--- src/rtl/hb_pkg.sv ---
// Package: shared gate indices and vector type for the full-bridge sequencer.
// Assumes four gates; the bit order below is used by every module and the bench.
package hb_pkg;
    localparam int NUM_GATES = 4;
    localparam int G_A_HI = 3;
    localparam int G_A_LO = 2;
    localparam int G_B_HI = 1;
    localparam int G_B_LO = 0;

    typedef logic [NUM_GATES-1:0] gate_vec_t;

    // True for the index of an upper (high-side) gate.
    function automatic bit is_upper(input int idx);
        return (idx == G_A_HI) || (idx == G_B_HI);
    endfunction
endpackage

--- src/rtl/hb_sync.sv ---
// Module: two-flop synchroniser for a vector of level inputs.
// Assumes each bit is an independent slow level; no bus coherence is implied.
module hb_sync #(
    parameter int W = 4
) (
    input  logic         clk,
    input  logic         rst_n,
    input  logic [W-1:0] d_i,
    output logic [W-1:0] q_o
);
    logic [W-1:0] stage1;
    logic [W-1:0] stage2;

    // Two register stages to settle metastability.
    always_ff @(posedge clk) begin
        if (!rst_n) begin
            stage1 <= '0;
            stage2 <= '0;
        end else begin
            stage1 <= d_i;
            stage2 <= stage1;
        end
    end

    assign q_o = stage2;
endmodule

--- src/rtl/hb_recovery.sv ---
// Module: recovery timer after a fault (disable or undervoltage) is released.
// Produces a lower-switch refresh window and a later upper-switch permit.
// Assumes UEN_CYC > REFRESH_CYC >= 1; the fault input is already synchronised.
module hb_recovery #(
    parameter int REFRESH_CYC = 76,
    parameter int UEN_CYC     = 126
) (
    input  logic clk,
    input  logic rst_n,
    input  logic fault_s_i,
    output logic refresh_o,
    output logic upper_ok_o
);
    localparam int CW = $clog2(UEN_CYC + 1);
    localparam logic [CW-1:0] REF_L = CW'(REFRESH_CYC);
    localparam logic [CW-1:0] UEN_L = CW'(UEN_CYC);

    logic [CW-1:0] rec_cnt;

    // Count cycles since release; clear during fault, saturate at the permit value.
    always_ff @(posedge clk) begin
        if (!rst_n) begin
            rec_cnt <= '0;
        end else if (fault_s_i) begin
            rec_cnt <= '0;
        end else if (rec_cnt != UEN_L) begin
            rec_cnt <= rec_cnt + 1'b1;
        end
    end

    // Window decode from the counter.
    always_comb begin
        refresh_o  = !fault_s_i && (rec_cnt < REF_L);
        upper_ok_o = !fault_s_i && (rec_cnt == UEN_L);
    end

    // Permit and refresh are never active together.
    assert_permit_after_refresh_R9: assert property (@(posedge clk) disable iff (!rst_n)
        upper_ok_o |-> !refresh_o);
    // The permit can only appear after a cycle free of fault.
    assert_permit_needs_release_R9: assert property (@(posedge clk) disable iff (!rst_n)
        $rose(upper_ok_o) |-> $past(!fault_s_i));
endmodule

--- src/rtl/hb_decode.sv ---
// Module: combinational target decode for the four bridge gates.
// Priority: fault, then refresh window, then comparison with high-side masking.
// Assumes all inputs are synchronised; the outputs are targets, not gate drives.
module hb_decode
    import hb_pkg::*;
(
    input  logic      cmp_s_i,
    input  logic      hs_s_i,
    input  logic      fault_s_i,
    input  logic      refresh_i,
    input  logic      upper_ok_i,
    output gate_vec_t tgt_o
);
    logic hi_allowed;

    // Upper switches need both the enable input and the recovery permit.
    always_comb hi_allowed = hs_s_i && upper_ok_i;

    // Select the target state by priority.
    always_comb begin
        tgt_o = '0;
        if (fault_s_i) begin
            tgt_o = '0;
        end else if (refresh_i) begin
            tgt_o[G_A_LO] = 1'b1;
            tgt_o[G_B_LO] = 1'b1;
        end else if (cmp_s_i) begin
            tgt_o[G_A_HI] = hi_allowed;
            tgt_o[G_B_LO] = 1'b1;
        end else begin
            tgt_o[G_B_HI] = hi_allowed;
            tgt_o[G_A_LO] = 1'b1;
        end
    end
endmodule

--- src/rtl/hb_ondelay.sv ---
// Module: per-gate asymmetric delay. Turn-off is taken at the next edge;
// turn-on waits until the target has been held for DLY further cycles.
// Assumes DLY >= 0; a target drop restarts the count.
module hb_ondelay #(
    parameter int DLY = 2
) (
    input  logic clk,
    input  logic rst_n,
    input  logic tgt_i,
    output logic gate_o
);
    localparam int CW = (DLY < 1) ? 1 : $clog2(DLY + 1);
    localparam logic [CW-1:0] LIMIT = CW'(DLY);

    logic [CW-1:0] cnt;

    // Count target-high cycles and raise the gate at the limit; clear on target drop.
    always_ff @(posedge clk) begin
        if (!rst_n) begin
            cnt    <= '0;
            gate_o <= 1'b0;
        end else if (!tgt_i) begin
            cnt    <= '0;
            gate_o <= 1'b0;
        end else if (!gate_o) begin
            if (cnt == LIMIT) begin
                gate_o <= 1'b1;
            end else begin
                cnt <= cnt + 1'b1;
            end
        end
    end

    // Turn-off follows a dropped target at the next edge.
    assert_off_next_edge_R5: assert property (@(posedge clk) disable iff (!rst_n)
        !tgt_i |=> !gate_o);
    // A rising gate had its target in the previous cycle.
    assert_rise_has_target_R6: assert property (@(posedge clk) disable iff (!rst_n)
        $rose(gate_o) |-> $past(tgt_i));

    generate
        if (DLY >= 1) begin : g_hold_chk
            // With a nonzero delay the target was also held two cycles back.
            assert_rise_held_R7: assert property (@(posedge clk) disable iff (!rst_n)
                $rose(gate_o) |-> $past(tgt_i, 2));
        end
    endgenerate
endmodule

--- src/rtl/hbridge_gate_seq.sv ---
// Module: top of the full-bridge gate sequencer. Synchronises the controls,
// runs the recovery timer, decodes targets and applies per-gate turn-on delays.
// Disable and undervoltage also gate the outputs combinationally.
// Assumes UEN_CYC > REFRESH_CYC > LO_DLY so the refresh pulse reaches the gates.
module hbridge_gate_seq #(
    parameter int HI_DLY      = 3,
    parameter int LO_DLY      = 2,
    parameter int REFRESH_CYC = 76,
    parameter int UEN_CYC     = 126
) (
    input  logic clk,
    input  logic rst_n,
    input  logic cmp_i,
    input  logic hs_en_i,
    input  logic dis_i,
    input  logic uv_i,
    output logic a_hi_o,
    output logic a_lo_o,
    output logic b_hi_o,
    output logic b_lo_o
);
    import hb_pkg::*;

    localparam int NSYNC = 4;
    localparam int S_CMP = 0;
    localparam int S_HS  = 1;
    localparam int S_DIS = 2;
    localparam int S_UV  = 3;

    logic [NSYNC-1:0] raw_in;
    logic [NSYNC-1:0] syn_in;
    logic             fault_s;
    logic             fault_raw;
    logic             refresh;
    logic             upper_ok;
    gate_vec_t        tgt;
    gate_vec_t        gate_q;
    gate_vec_t        gate_out;

    // Gather raw controls for the synchroniser.
    always_comb raw_in = {uv_i, dis_i, hs_en_i, cmp_i};

    hb_sync #(.W(NSYNC)) u_sync (
        .clk   (clk),
        .rst_n (rst_n),
        .d_i   (raw_in),
        .q_o   (syn_in)
    );

    // Synchronised and raw fault levels.
    always_comb begin
        fault_s   = syn_in[S_DIS] | syn_in[S_UV];
        fault_raw = dis_i | uv_i;
    end

    hb_recovery #(.REFRESH_CYC(REFRESH_CYC), .UEN_CYC(UEN_CYC)) u_rec (
        .clk        (clk),
        .rst_n      (rst_n),
        .fault_s_i  (fault_s),
        .refresh_o  (refresh),
        .upper_ok_o (upper_ok)
    );

    hb_decode u_dec (
        .cmp_s_i    (syn_in[S_CMP]),
        .hs_s_i     (syn_in[S_HS]),
        .fault_s_i  (fault_s),
        .refresh_i  (refresh),
        .upper_ok_i (upper_ok),
        .tgt_o      (tgt)
    );

    generate
        for (genvar g = 0; g < NUM_GATES; g++) begin : g_gate
            localparam int GD = is_upper(g) ? HI_DLY : LO_DLY;
            hb_ondelay #(.DLY(GD)) u_dly (
                .clk    (clk),
                .rst_n  (rst_n),
                .tgt_i  (tgt[g]),
                .gate_o (gate_q[g])
            );
        end
    endgenerate

    // Asynchronous shutdown mask on the registered gates.
    always_comb begin
        gate_out = gate_q & {NUM_GATES{~fault_raw}};
        a_hi_o   = gate_out[G_A_HI];
        a_lo_o   = gate_out[G_A_LO];
        b_hi_o   = gate_out[G_B_HI];
        b_lo_o   = gate_out[G_B_LO];
    end

    // Fault inputs hold every output low.
    assert_fault_all_low_R1: assert property (@(posedge clk) disable iff (!rst_n)
        (dis_i || uv_i) |-> !(a_hi_o || a_lo_o || b_hi_o || b_lo_o));
    // Leg A never conducts through both switches.
    assert_leg_a_exclusive_R10: assert property (@(posedge clk) disable iff (!rst_n)
        !(a_hi_o && a_lo_o));
    // Leg B never conducts through both switches.
    assert_leg_b_exclusive_R10: assert property (@(posedge clk) disable iff (!rst_n)
        !(b_hi_o && b_lo_o));
    // No upper gate is on inside the refresh window.
    assert_refresh_no_upper_R8: assert property (@(posedge clk) disable iff (!rst_n)
        refresh |-> !(gate_q[G_A_HI] || gate_q[G_B_HI]));
    // Synchronised high-side enable low clears the upper gates by the next edge.
    assert_hs_low_upper_off_R4: assert property (@(posedge clk) disable iff (!rst_n)
        !syn_in[S_HS] |=> !(gate_q[G_A_HI] || gate_q[G_B_HI]));
endmodule

--- config.mk ---
export PLATFORM = sky130hd
export DESIGN_NAME = hbridge_gate_seq
export DESIGN_NICKNAME = d
export VERILOG_FILES = /design/src/rtl/hb_pkg.sv /design/src/rtl/hb_sync.sv /design/src/rtl/hb_recovery.sv /design/src/rtl/hb_decode.sv /design/src/rtl/hb_ondelay.sv /design/src/rtl/hbridge_gate_seq.sv
export SDC_FILE = /design/constraint.sdc
export NUM_CORES = 1
export LEC_CHECK = 0
export ABC_CLOCK_PERIOD_IN_PS = 1700
export BUFFER_PORTS_ARGS = -buffer_cell sky130_fd_sc_hd__buf_2
export CAP_MARGIN = 20
export CORE_ASPECT_RATIO = 1.1
export CORE_UTILIZATION = 30
export CTS_BUF_LIST = sky130_fd_sc_hd__clkbuf_8
export DETAILED_ROUTE_END_ITERATION = 12
export PLACE_DENSITY_LB_ADDON = 0.2
export SYNTH_ARGS = -nofsm -noshare
export SYNTH_HDL_FRONTEND = slang
export SYNTH_SLANG_ARGS = --single-unit
--- constraint.sdc ---
create_clock -name clk -period 1.7 [get_ports clk]
set_input_delay 0.34 -clock clk [delete_from_list [all_inputs] [get_ports clk]]
set_output_delay 0.34 -clock clk [all_outputs]
set_load 0.02 [all_outputs]
==> flow_summary.json <==
{
  "htreeDepth": 1,
  "synth-seq-area-share_pct": 50.3,
  "cts_resized": 0,
  "clockRootBuffer": "clkbuf_8",
  "finalSetupTns_ns": 0,
  "setup_viol": 0,
  "routed_wl_mm": 1.78,
  "fin_nets": 140,
  "cts_buffers": 3,
  "rrSetupSlack_ns": 0.24,
  "slew_headroom_pct": 77.8,
  "timing.final.crit_share_pct": 85.6,
  "grt_pass1_wl_mm": 3.31,
  "ios": 10,
  "status": "completed",
  "arrival_ns": 1.66,
  "grt_max_degree": 15,
  "avgSynthCellArea_um2": 9.51,
  "hold_class": "in2reg",
  "synth_xor_area_share_pct": 4.89,
  "placementRows": 22,
  "start_kind": "flip-flop",
  "drv_slew": 0,
  "fin_crit_ns": 1.46,
  "wl_per_cell_um": 10.2,
  "antenna_found_initial": 0,
  "cts.sinks": 27,
  "grtUsageMet2_pct": 21.3,
  "drt-initial-drc-count": 10,
  "vias": 794,
  "fill_cells": 356,
  "grt_pass1_vias": 804,
  "p_sw_mw": 0.335,
  "synth_compound_area_share_pct": 10.2,
  "initial_core_util_pct": 31.7,
  "synth_adder_area_share_pct": 6.98,
  "synth.distinct_cells": 28,
  "drtAntennaViolNets": 0,
  "pwr-share-clk_pct": 26.4,
  "worstMarginPinSlew_ns": 0.331,
  "ir_worst_vdd_uv": 472,
  "track_usage_pct": 11.6,
  "die_h_um": 64.8,
  "insertion_delay_ns": 0.26,
  "hold_ws_ns": 0.276,
  "synth_top_family_by_area": "simple AND/OR/NAND/NOR gates",
  "diodes": 0,
  "port_buffers": 9,
  "die_area_um2": 3830,
  "path_max_fanout": 3,
  "area_growth_pct": 14.9,
  "endpoint_kind": "flip-flop",
  "cts-hold-fix-buffers": 0,
  "busiest_layer": "met2",
  "drc": 0,
  "yosys_warnings": 0,
  "core_um2": 3390,
  "die_w_um": 59.1,
  "drt-vias-per-instance": 4.54,
  "swShare_pct": 25.8,
  "grtUsageMet3_pct": 2.40,
  "intPower_mw": 0.965,
  "use_met1_pct": 11.9,
  "clockBufferDepth": 2,
  "critical_path_class": "reg2reg",
  "cp.required_ns": 1.90,
  "synth.area.mux_share_pct": 0,
  "rsz0062_at_grt": "no",
  "syn_area_um2": 1070,
  "place_congestion": 0.667,
  "p_comb_share_pct": 16.8,
  "syn_nets": 125,
  "maxCapViolCount": 0,
  "p_seq_share_pct": 56.9,
  "synth-seq-cells": 27,
  "power_density_nw_per_um2": 1050,
  "leakage_nw": 0.488,
  "yosys.area_share.simple_pct": 26.1,
  "syn_inst": 113,
  "drive_gt1_share_pct": 13.4,
  "hpwl_mm": 1.40,
  "fmax_ghz": 0.687,
  "tritoncts": "yes",
  "hold_viol_final": 0,
  "post-cts-setup-buffers": 0,
  "drt_pre_antenna_iters": 4,
  "skew_ns": 0.00312,
  "grt_remaining_overflow": 0,
  "clk_pin_slew_ns": 0.09
}
## worst max-delay path: stages, from the launching register on
cell	delay, ns
dfxtp_1	0.32
or3b_1	0.39
or4_4	0.57
nor2_1	0.12
## kinds of logic (layout without fill, tap and decap cells)
| logic type | after synthesis | count (layout) |
|---|---|---|
| simple gates | 52 | 52 |
| fa+ha+maj | 6 | 6 |
| buf+inv | 4 | 18 |
| flops | 27 | 27 |
| xor+xnor | 6 | 6 |
| compound gates | 18 | 18 |
## state kept, by name, summed over array words and instances (netlist names)
register,count
g_gate.u_dly.cnt,8
u_rec.rec_cnt,7
g_gate.u_dly.gate_o,4
u_sync.q_o,4
u_sync.stage1,4
## final cells by class
| cell class | instances | area [um2] | area share, % |
|---|---|---|---|
| tap | 48 | 60.1 | 4.86 |
| sequential | 27 | 541 | 43.8 |
| clock buffer | 3 | 41.3 | 3.34 |
| clock inverter | 1 | 3.75 | 0.304 |
| inverter | 3 | 11.3 | 0.912 |
| timing repair buffer | 11 | 60.1 | 4.86 |
| multi-input combinational | 82 | 518 | 41.9 |
## power groups by stage
stage | logic, mW | clock network, mW | registers [mW]
floorplan | 0.171 | 0 | 0.747
global placement | 0.199 | 0 | 0.752
detailed placement | 0.219 | 0 | 0.756
CTS | 0.222 | 0.356 | 0.741
global route | 0.260 | 0.388 | 0.750
finish | 0.218 | 0.343 | 0.739
## placed cells by master (no fill, tap or decap), types with 2 or more instances in the layout
master / instances
a211oi_1: 3
a21oi_1: 6
a31oi_1: 2
and2_1: 13
buf_2: 9
buf_4: 2
clkbuf_8: 3
dfxtp_1: 27
ha_1: 6
inv_1: 4
nand2_1: 8
nand4_1: 2
nor2_1: 15
nor3_1: 5
o21ai_0: 2
o21ai_1: 2
xnor2_1: 5
## metal layers
metal / part of all wire [%] / wire [um]
met1: 44 / 781
met3: 2.9 / 51
met5: 0 / 0
met4: 1.5 / 27
met2: 52 / 918
## cells in the mapped netlist
cell / count / share of area (%)
and4b_1: 1 / 0.93
nand2b_1: 1 / 0.58
and4_1: 1 / 0.82
nor3_1: 5 / 2.3
a31oi_1: 2 / 1.2
nand3_1: 1 / 0.47
o21ai_1: 2 / 0.93
and2_1: 13 / 7.6
a21oi_1: 6 / 2.8
xor2_1: 1 / 0.82
a311oi_1: 1 / 0.82
or3b_1: 1 / 0.82
and3_1: 1 / 0.58
o31ai_1: 1 / 0.70
nor3b_2: 1 / 1.2
dfxtp_1: 27 / 50
a211oi_1: 3 / 2.1
nor2b_1: 1 / 0.58
nor2_1: 15 / 5.2
nand2_1: 8 / 2.8
ha_1: 6 / 7.0
or4_4: 1 / 1.0
xnor2_1: 5 / 4.1
o21ai_0: 2 / 0.93
inv_1: 3 / 1.0
a21oi_2: 1 / 0.82
buf_2: 1 / 0.47
nand4_1: 2 / 1.2
## final timing paths
path	startpoint	endpoint	cells past startpoint
worst max-delay path	u_sync.q_o[3]	g_gate[3].u_dly.cnt[0]	3
worst min-delay path	hs_en_i	u_sync.stage1[1]	2
worst max register to register	u_sync.q_o[3]	g_gate[3].u_dly.cnt[0]	3
worst min register to register	u_sync.stage1[2]	u_sync.q_o[2]	1
## stage by stage
stage / instance area (um2) / utilization (%) / setup WS [ns] / total power [mW] / cells
finish: 1230 / 36.5 / 0.244 / 1.30 / 175
global route: 1230 / 36.5 / 0.139 / 1.40 / 175
detailed placement: 1190 / 35.1 / 0.155 / 0.975 / 171
global placement: 1190 / 35.1 / 0.187 / 0.952 / 171
CTS: 1230 / 36.5 / 0.233 / 1.32 / 175
floorplan: 1070 / - / 0.187 / 0.918 / 113
Note: power is estimated with default switching activity, not from simulation.
